==> src/rtl/iopt_walker.sv <==
module iopt_walker #(
  parameter int VA_W = 64,
  parameter int PA_W = 52
) (
  input  logic            clk,
  input  logic            rst_n,
  input  logic            req_valid,
  output logic            req_ready,
  input  logic [VA_W-1:0] req_va,
  input  logic [PA_W-1:0] req_root,
  input  logic            req_five_level,
  input  logic            req_write,
  output logic            mem_req_valid,
  output logic [PA_W-1:0] mem_req_addr,
  input  logic            mem_rsp_valid,
  input  logic [63:0]     mem_rsp_data,
  output logic            rsp_valid,
  input  logic            rsp_ack,
  output logic [1:0]      rsp_status,
  output logic [PA_W-1:0] rsp_pa,
  output logic [2:0]      rsp_perm
);
  localparam int PG = 12;
  localparam int SH = 9;
  localparam int IN4 = PG + 4 * SH;
  localparam int IN5 = PG + 5 * SH;
  localparam logic [1:0] ST_OK = 2'd0, ST_NP = 2'd1, ST_PERM = 2'd2;

  typedef enum logic [1:0] {S_IDLE, S_FETCH, S_WAIT, S_DONE} st_t;

  st_t             st_q;
  logic [VA_W-1:0] va_q;
  logic [PA_W-1:0] base_q, pa_q;
  logic [2:0]      lvl_q, perm_q;
  logic            wr_q, r_acc, w_acc;
  logic [1:0]      status_q;

  logic [8:0]      idx;
  logic            va_bad, e_present, e_leaf, eff_r, eff_w, allowed;
  logic [PA_W-1:0] e_addr, lo_mask, leaf_pa;
  logic            unused_bits;

  assign va_bad    = (req_va >> (req_five_level ? IN5 : IN4)) != '0;
  assign idx       = 9'(va_q >> (PG + SH * 32'(lvl_q)));
  assign e_present = mem_rsp_data[0] | mem_rsp_data[1];
  assign e_leaf    = (lvl_q == 3'd0) || (lvl_q <= 3'd2 && mem_rsp_data[7]);
  assign eff_r     = r_acc & mem_rsp_data[0];
  assign eff_w     = w_acc & mem_rsp_data[1];
  assign allowed   = wr_q ? eff_w : eff_r;
  assign e_addr    = {mem_rsp_data[PA_W-1:PG], {PG{1'b0}}};
  assign lo_mask   = (PA_W'(1) << (PG + SH * 32'(lvl_q))) - PA_W'(1);
  assign leaf_pa   = (e_addr & ~lo_mask) | (va_q[PA_W-1:0] & lo_mask);
  assign unused_bits = ^{mem_rsp_data[63:PA_W], mem_rsp_data[11:8],
                         mem_rsp_data[6:3], req_root[PG-1:0]};

  assign req_ready     = st_q == S_IDLE;
  assign mem_req_valid = st_q == S_FETCH;
  assign mem_req_addr  = base_q + (PA_W'(idx) << 3);
  assign rsp_valid     = st_q == S_DONE;
  assign rsp_status    = status_q;
  assign rsp_pa        = pa_q;
  assign rsp_perm      = perm_q;

  always_ff @(posedge clk or negedge rst_n) begin
    if (!rst_n) begin
      st_q     <= S_IDLE;
      va_q     <= '0;
      base_q   <= '0;
      lvl_q    <= '0;
      wr_q     <= 1'b0;
      r_acc    <= 1'b0;
      w_acc    <= 1'b0;
      status_q <= ST_OK;
      pa_q     <= '0;
      perm_q   <= '0;
    end else begin
      case (st_q)
        S_IDLE: if (req_valid) begin
          va_q   <= req_va;
          wr_q   <= req_write;
          base_q <= {req_root[PA_W-1:PG], {PG{1'b0}}};
          lvl_q  <= req_five_level ? 3'd4 : 3'd3;
          r_acc  <= 1'b1;
          w_acc  <= 1'b1;
          pa_q   <= '0;
          perm_q <= '0;
          if (va_bad) begin
            status_q <= ST_NP;
            st_q     <= S_DONE;
          end else begin
            st_q <= S_FETCH;
          end
        end
        S_FETCH: st_q <= S_WAIT;
        S_WAIT: if (mem_rsp_valid) begin
          if (!e_present) begin
            status_q <= ST_NP;
            st_q     <= S_DONE;
          end else if (e_leaf) begin
            st_q <= S_DONE;
            if (allowed) begin
              status_q <= ST_OK;
              pa_q     <= leaf_pa;
              perm_q   <= {mem_rsp_data[2], eff_w, eff_r};
            end else begin
              status_q <= ST_PERM;
            end
          end else begin
            base_q <= e_addr;
            lvl_q  <= lvl_q - 3'd1;
            r_acc  <= eff_r;
            w_acc  <= eff_w;
            st_q   <= S_FETCH;
          end
        end
        default: if (rsp_ack) st_q <= S_IDLE;
      endcase
    end
  end

  AST_SINGLE_READ: assert property (@(posedge clk) disable iff (!rst_n)
    mem_req_valid |=> !mem_req_valid);
  AST_WAIT_NO_READ: assert property (@(posedge clk) disable iff (!rst_n)
    (st_q == S_WAIT && !mem_rsp_valid) |=> !mem_req_valid && !rsp_valid);
  AST_RESULT_HELD: assert property (@(posedge clk) disable iff (!rst_n)
    (rsp_valid && !rsp_ack) |=> rsp_valid && $stable(rsp_pa) && $stable(rsp_status) && $stable(rsp_perm));
  AST_ACK_IDLE: assert property (@(posedge clk) disable iff (!rst_n)
    (rsp_valid && rsp_ack) |=> req_ready && !rsp_valid);
  AST_RANGE_NO_READ: assert property (@(posedge clk) disable iff (!rst_n)
    (req_valid && req_ready && va_bad) |=> rsp_valid && rsp_status == ST_NP && !mem_req_valid);
  AST_LEAF_LOW: assert property (@(posedge clk) disable iff (!rst_n)
    (rsp_valid && rsp_status == ST_OK) |-> lvl_q <= 3'd2);
  AST_FAULT_ZERO: assert property (@(posedge clk) disable iff (!rst_n)
    (rsp_valid && rsp_status != ST_OK) |-> rsp_pa == '0 && rsp_perm == '0);
endmodule

==> config.mk <==
export PLATFORM = sky130hd
export DESIGN_NAME = iopt_walker
export DESIGN_NICKNAME = d
export VERILOG_FILES = /design/src/rtl/iopt_walker.sv
export SDC_FILE = /design/constraint.sdc
export NUM_CORES = 1
export LEC_CHECK = 0
export BUFFER_PORTS_ARGS = -buffer_cell sky130_fd_sc_hd__buf_2
export CAP_MARGIN = 0
export CELL_PAD_IN_SITES_DETAIL_PLACEMENT = 2
export CELL_PAD_IN_SITES_GLOBAL_PLACEMENT = 2
export CORE_ASPECT_RATIO = 0.8
export CORE_MARGIN = 2
export CORE_UTILIZATION = 29
export DETAILED_ROUTE_END_ITERATION = 12
export PLACE_DENSITY_LB_ADDON = 0.1
export SYNTH_ARGS = -nofsm -noshare
export SYNTH_HDL_FRONTEND = slang
export SYNTH_SLANG_ARGS = --single-unit
==> constraint.sdc <==
create_clock -name clk -period 4.05 [get_ports clk]
set_clock_uncertainty 0.1 [all_clocks]
set_input_delay 1.0125 -clock clk [delete_from_list [all_inputs] [get_ports clk]]
set_output_delay 1.0125 -clock clk [all_outputs]
set_load 0.1 [all_outputs]
==> results.md <==
* Total grt overflow at 0
* Wirelength per Cell at 23.0 um
* Fraction of layout instances using a drive strength above 1 at 27.0%
* CTS tree: done
* Final count of negative-setup-slack endpoints at 0
* CP startpoint kind: register
* Most frequent cell after synthesis: nand2_1
* DRT iter0 DRCs at 563
* Initial core utilization at 29.3%
* Count of TritonRoute iterations in the first routing pass at 4
* PnR worst setup slack at 0.215 ns
* Die W at 203 um
* Post-synth cell types at 61
* DRC errors left at 0
* Routed Antenna Nets at 0
* Setup Crit Path Kind: register to output pin
* Routed length on met2 at 19,200 um
* Post-DP HPWL at 31,800 um
* Ys async rst share at 100%
* Post-placement setup slack at 0.287 ns
* Core Rows at 58
* Crit path top cell by count: buf_4
* Synth Register Bits at 169
* First-pass GRT wire length at 63,000 um
* WP data required at 2.94 ns
* Synth top area share at 46.2%
* Prevailing post-synth register cell: dfrtp_1
* Post-layout min period at 3.84 ns
* I/O Buffers at 263
* Setup TNS at 0 ns
* CTS Hold Bufs at 0
* Arr. time, crit path at 2.72 ns
* Largest cells by area after synthesis: dfrtp_1, nand2_1, mux2i_1
* Critical path, cell by cell: buf_4 -> buf_4 -> nor2_1 -> buf_4 -> a21oi_1 -> a21oi_2 -> buf_12
* # clock sinks at 169
* Ports at 299
* Yosys warnings at 0
* Htree depth at 4
* Synth Instances at 1,130
* Area Overhead vs Synth at 30.6%
* Worst Max-Slew Pin Slew at 0.695 ns
* RSZ-0062 raised after global routing: false
* Synth top cells by count: nand2_1, dfrtp_1, nor2_1, clkbuf_1, a31oi_1
* Post-CTS resize count at 0
* WL final at 41,800 um
* Post-synth EDFFs at 0
* Via density at 5.20
* FMAX at 261 MHz
* Final Max Slew Viols at 0
* Mean Syn Cell Area at 8.10 sq um
* WL met1 at 20,200 um
* Die area at 0.0330 sq mm
* Top Metal Used: met4
* Outcome: finished, final reports clean
* Tcrit/Tclk final at 94.7%
* Critical path endpoint category: output pin
* CTS Buffer Depth at 2
* CP max FO at 28
* CTS root buf: clkbuf_16
* CTS clk-pin slew, worst paths at 0.07 ns
* Core area at 0.0313 sq mm
* Number of global-route vias before repair at 9,880
* Max Cap Viol at 0
* Tightest Hold Check Type: register to register
* Slew headroom at 53.7%
* Via count at 9,447
* Gr usage total at 25.5%
* Die Span Y at 163 um
* Antenna violations before repair at 2
* Pin count of the biggest net entering global routing at 64
* Total CTS buffers at 17
* Setup bufs post-CTS at 0
* Final Hold Vio Count at 0
* Area leader, netlist: dfrtp_1
* Slowest-stage cell, CP: nor2_1
* RD Place Congestion at 0.898
* Max incr delay on CP at 0.47 ns
* Final net count at 1,577
* Seq/Total Area, Yosys at 46.2%
* Clk_lat worst skew at 0.44 ns
* Metal3 WL at 1960 um
* Synthesized area at 0.00916 sq mm
==> worst paths after layout <==
kind	start	to	slack [ns]	depth (start not counted)
worst max-delay path	lvl_q[2]	mem_req_addr[7]	0.21	7
worst min-delay path	rsp_pa[28]	rsp_pa[28]	0.38	2
worst max register to register	lvl_q[2]	rsp_pa[36]	0.38	17
worst min register to register	rsp_pa[28]	rsp_pa[28]	0.38	2
max in group asynchronous	rst_n	va_q[31]	2.58	2
min in group asynchronous	rst_n	rsp_pa[48]	0.44	1
==> area by class of cell <==
type | count | area, sq um
fill | 3643 | 19300
multi-input combinational | 870 | 4640
sequential | 169 | 4230
timing repair buffer | 312 | 1910
tap | 420 | 526
clock buffer | 20 | 457
clock inverter | 11 | 145
inverter | 12 | 45.0
antenna | 2 | 5.00
==> cells by family after synthesis <==
logic type | count (synthesis) | synth area share, %
AND/OR/NAND/NOR | 564 | 25.4
AO/OA/AOI/OAI | 222 | 15.2
flip-flops | 169 | 46.2
buffers and inverters | 93 | 4.19
multiplexers | 51 | 5.70
XOR/XNOR | 22 | 2.10
adder cells (fa/ha/maj) | 8 | 1.09
other | 1 | 0.0409
==> placed cells by master (no fill, tap or decap), types with 6 or more instances in the layout <==
cell,n
nand2_1,373
buf_2,253
dfrtp_1,168
nor2_1,99
a31oi_1,50
o21ai_0,46
mux2i_1,42
buf_4,42
a21oi_1,36
nand3_1,25
o31ai_1,19
clkbuf_16,17
buf_12,16
xnor2_1,13
nor3_1,13
inv_1,10
a221oi_1,10
mux2_2,9
a21oi_2,9
nand4_1,9
xor2_1,9
ha_1,8
o21ai_1,6
==> per-stage QoR <==
stage	utilization [%]	cells	instance area, sq um	hold WS [ns]
after floorplan	-	1132	9200	0.340
after global placement	36.3	1783	11300	0.357
after detailed placement	36.3	1783	11300	0.365
after CTS	38.2	1814	11900	0.381
after global routing	38.2	1816	12000	0.406
final	38.2	1816	12000	0.378
==> sequential cells by signal, indices dropped and copies added (netlist names) <==
| signal | cells |
|---|---|
| w_acc | 1 |
| rsp_pa | 52 |
| rsp_perm | 3 |
| wr_q | 1 |
| st_q | 2 |
| r_acc | 1 |
| rsp_status | 2 |
| base_q | 40 |
| va_q | 64 |
| lvl_q | 3 |
==> layer usage <==
metal / GRT usage (%) / vias up
met1: 37.1 / 4798
met3: 3.76 / 30
met2: 40.2 / 259
met5: 0 / -
met4: 5.54 / 0
li1: - / 4360
==> worst max-delay path: cells and delay by family, from the launching register on <==
kind	cells	cell delay, ns
buf+inv	4	1.03
simple gates	1	0.47
flops	1	0.41
compound gates	2	0.35
Power is left out: the tool's default activity adds up to more than one toggle a clock period on the data nets, which glitch-free logic cannot reach.
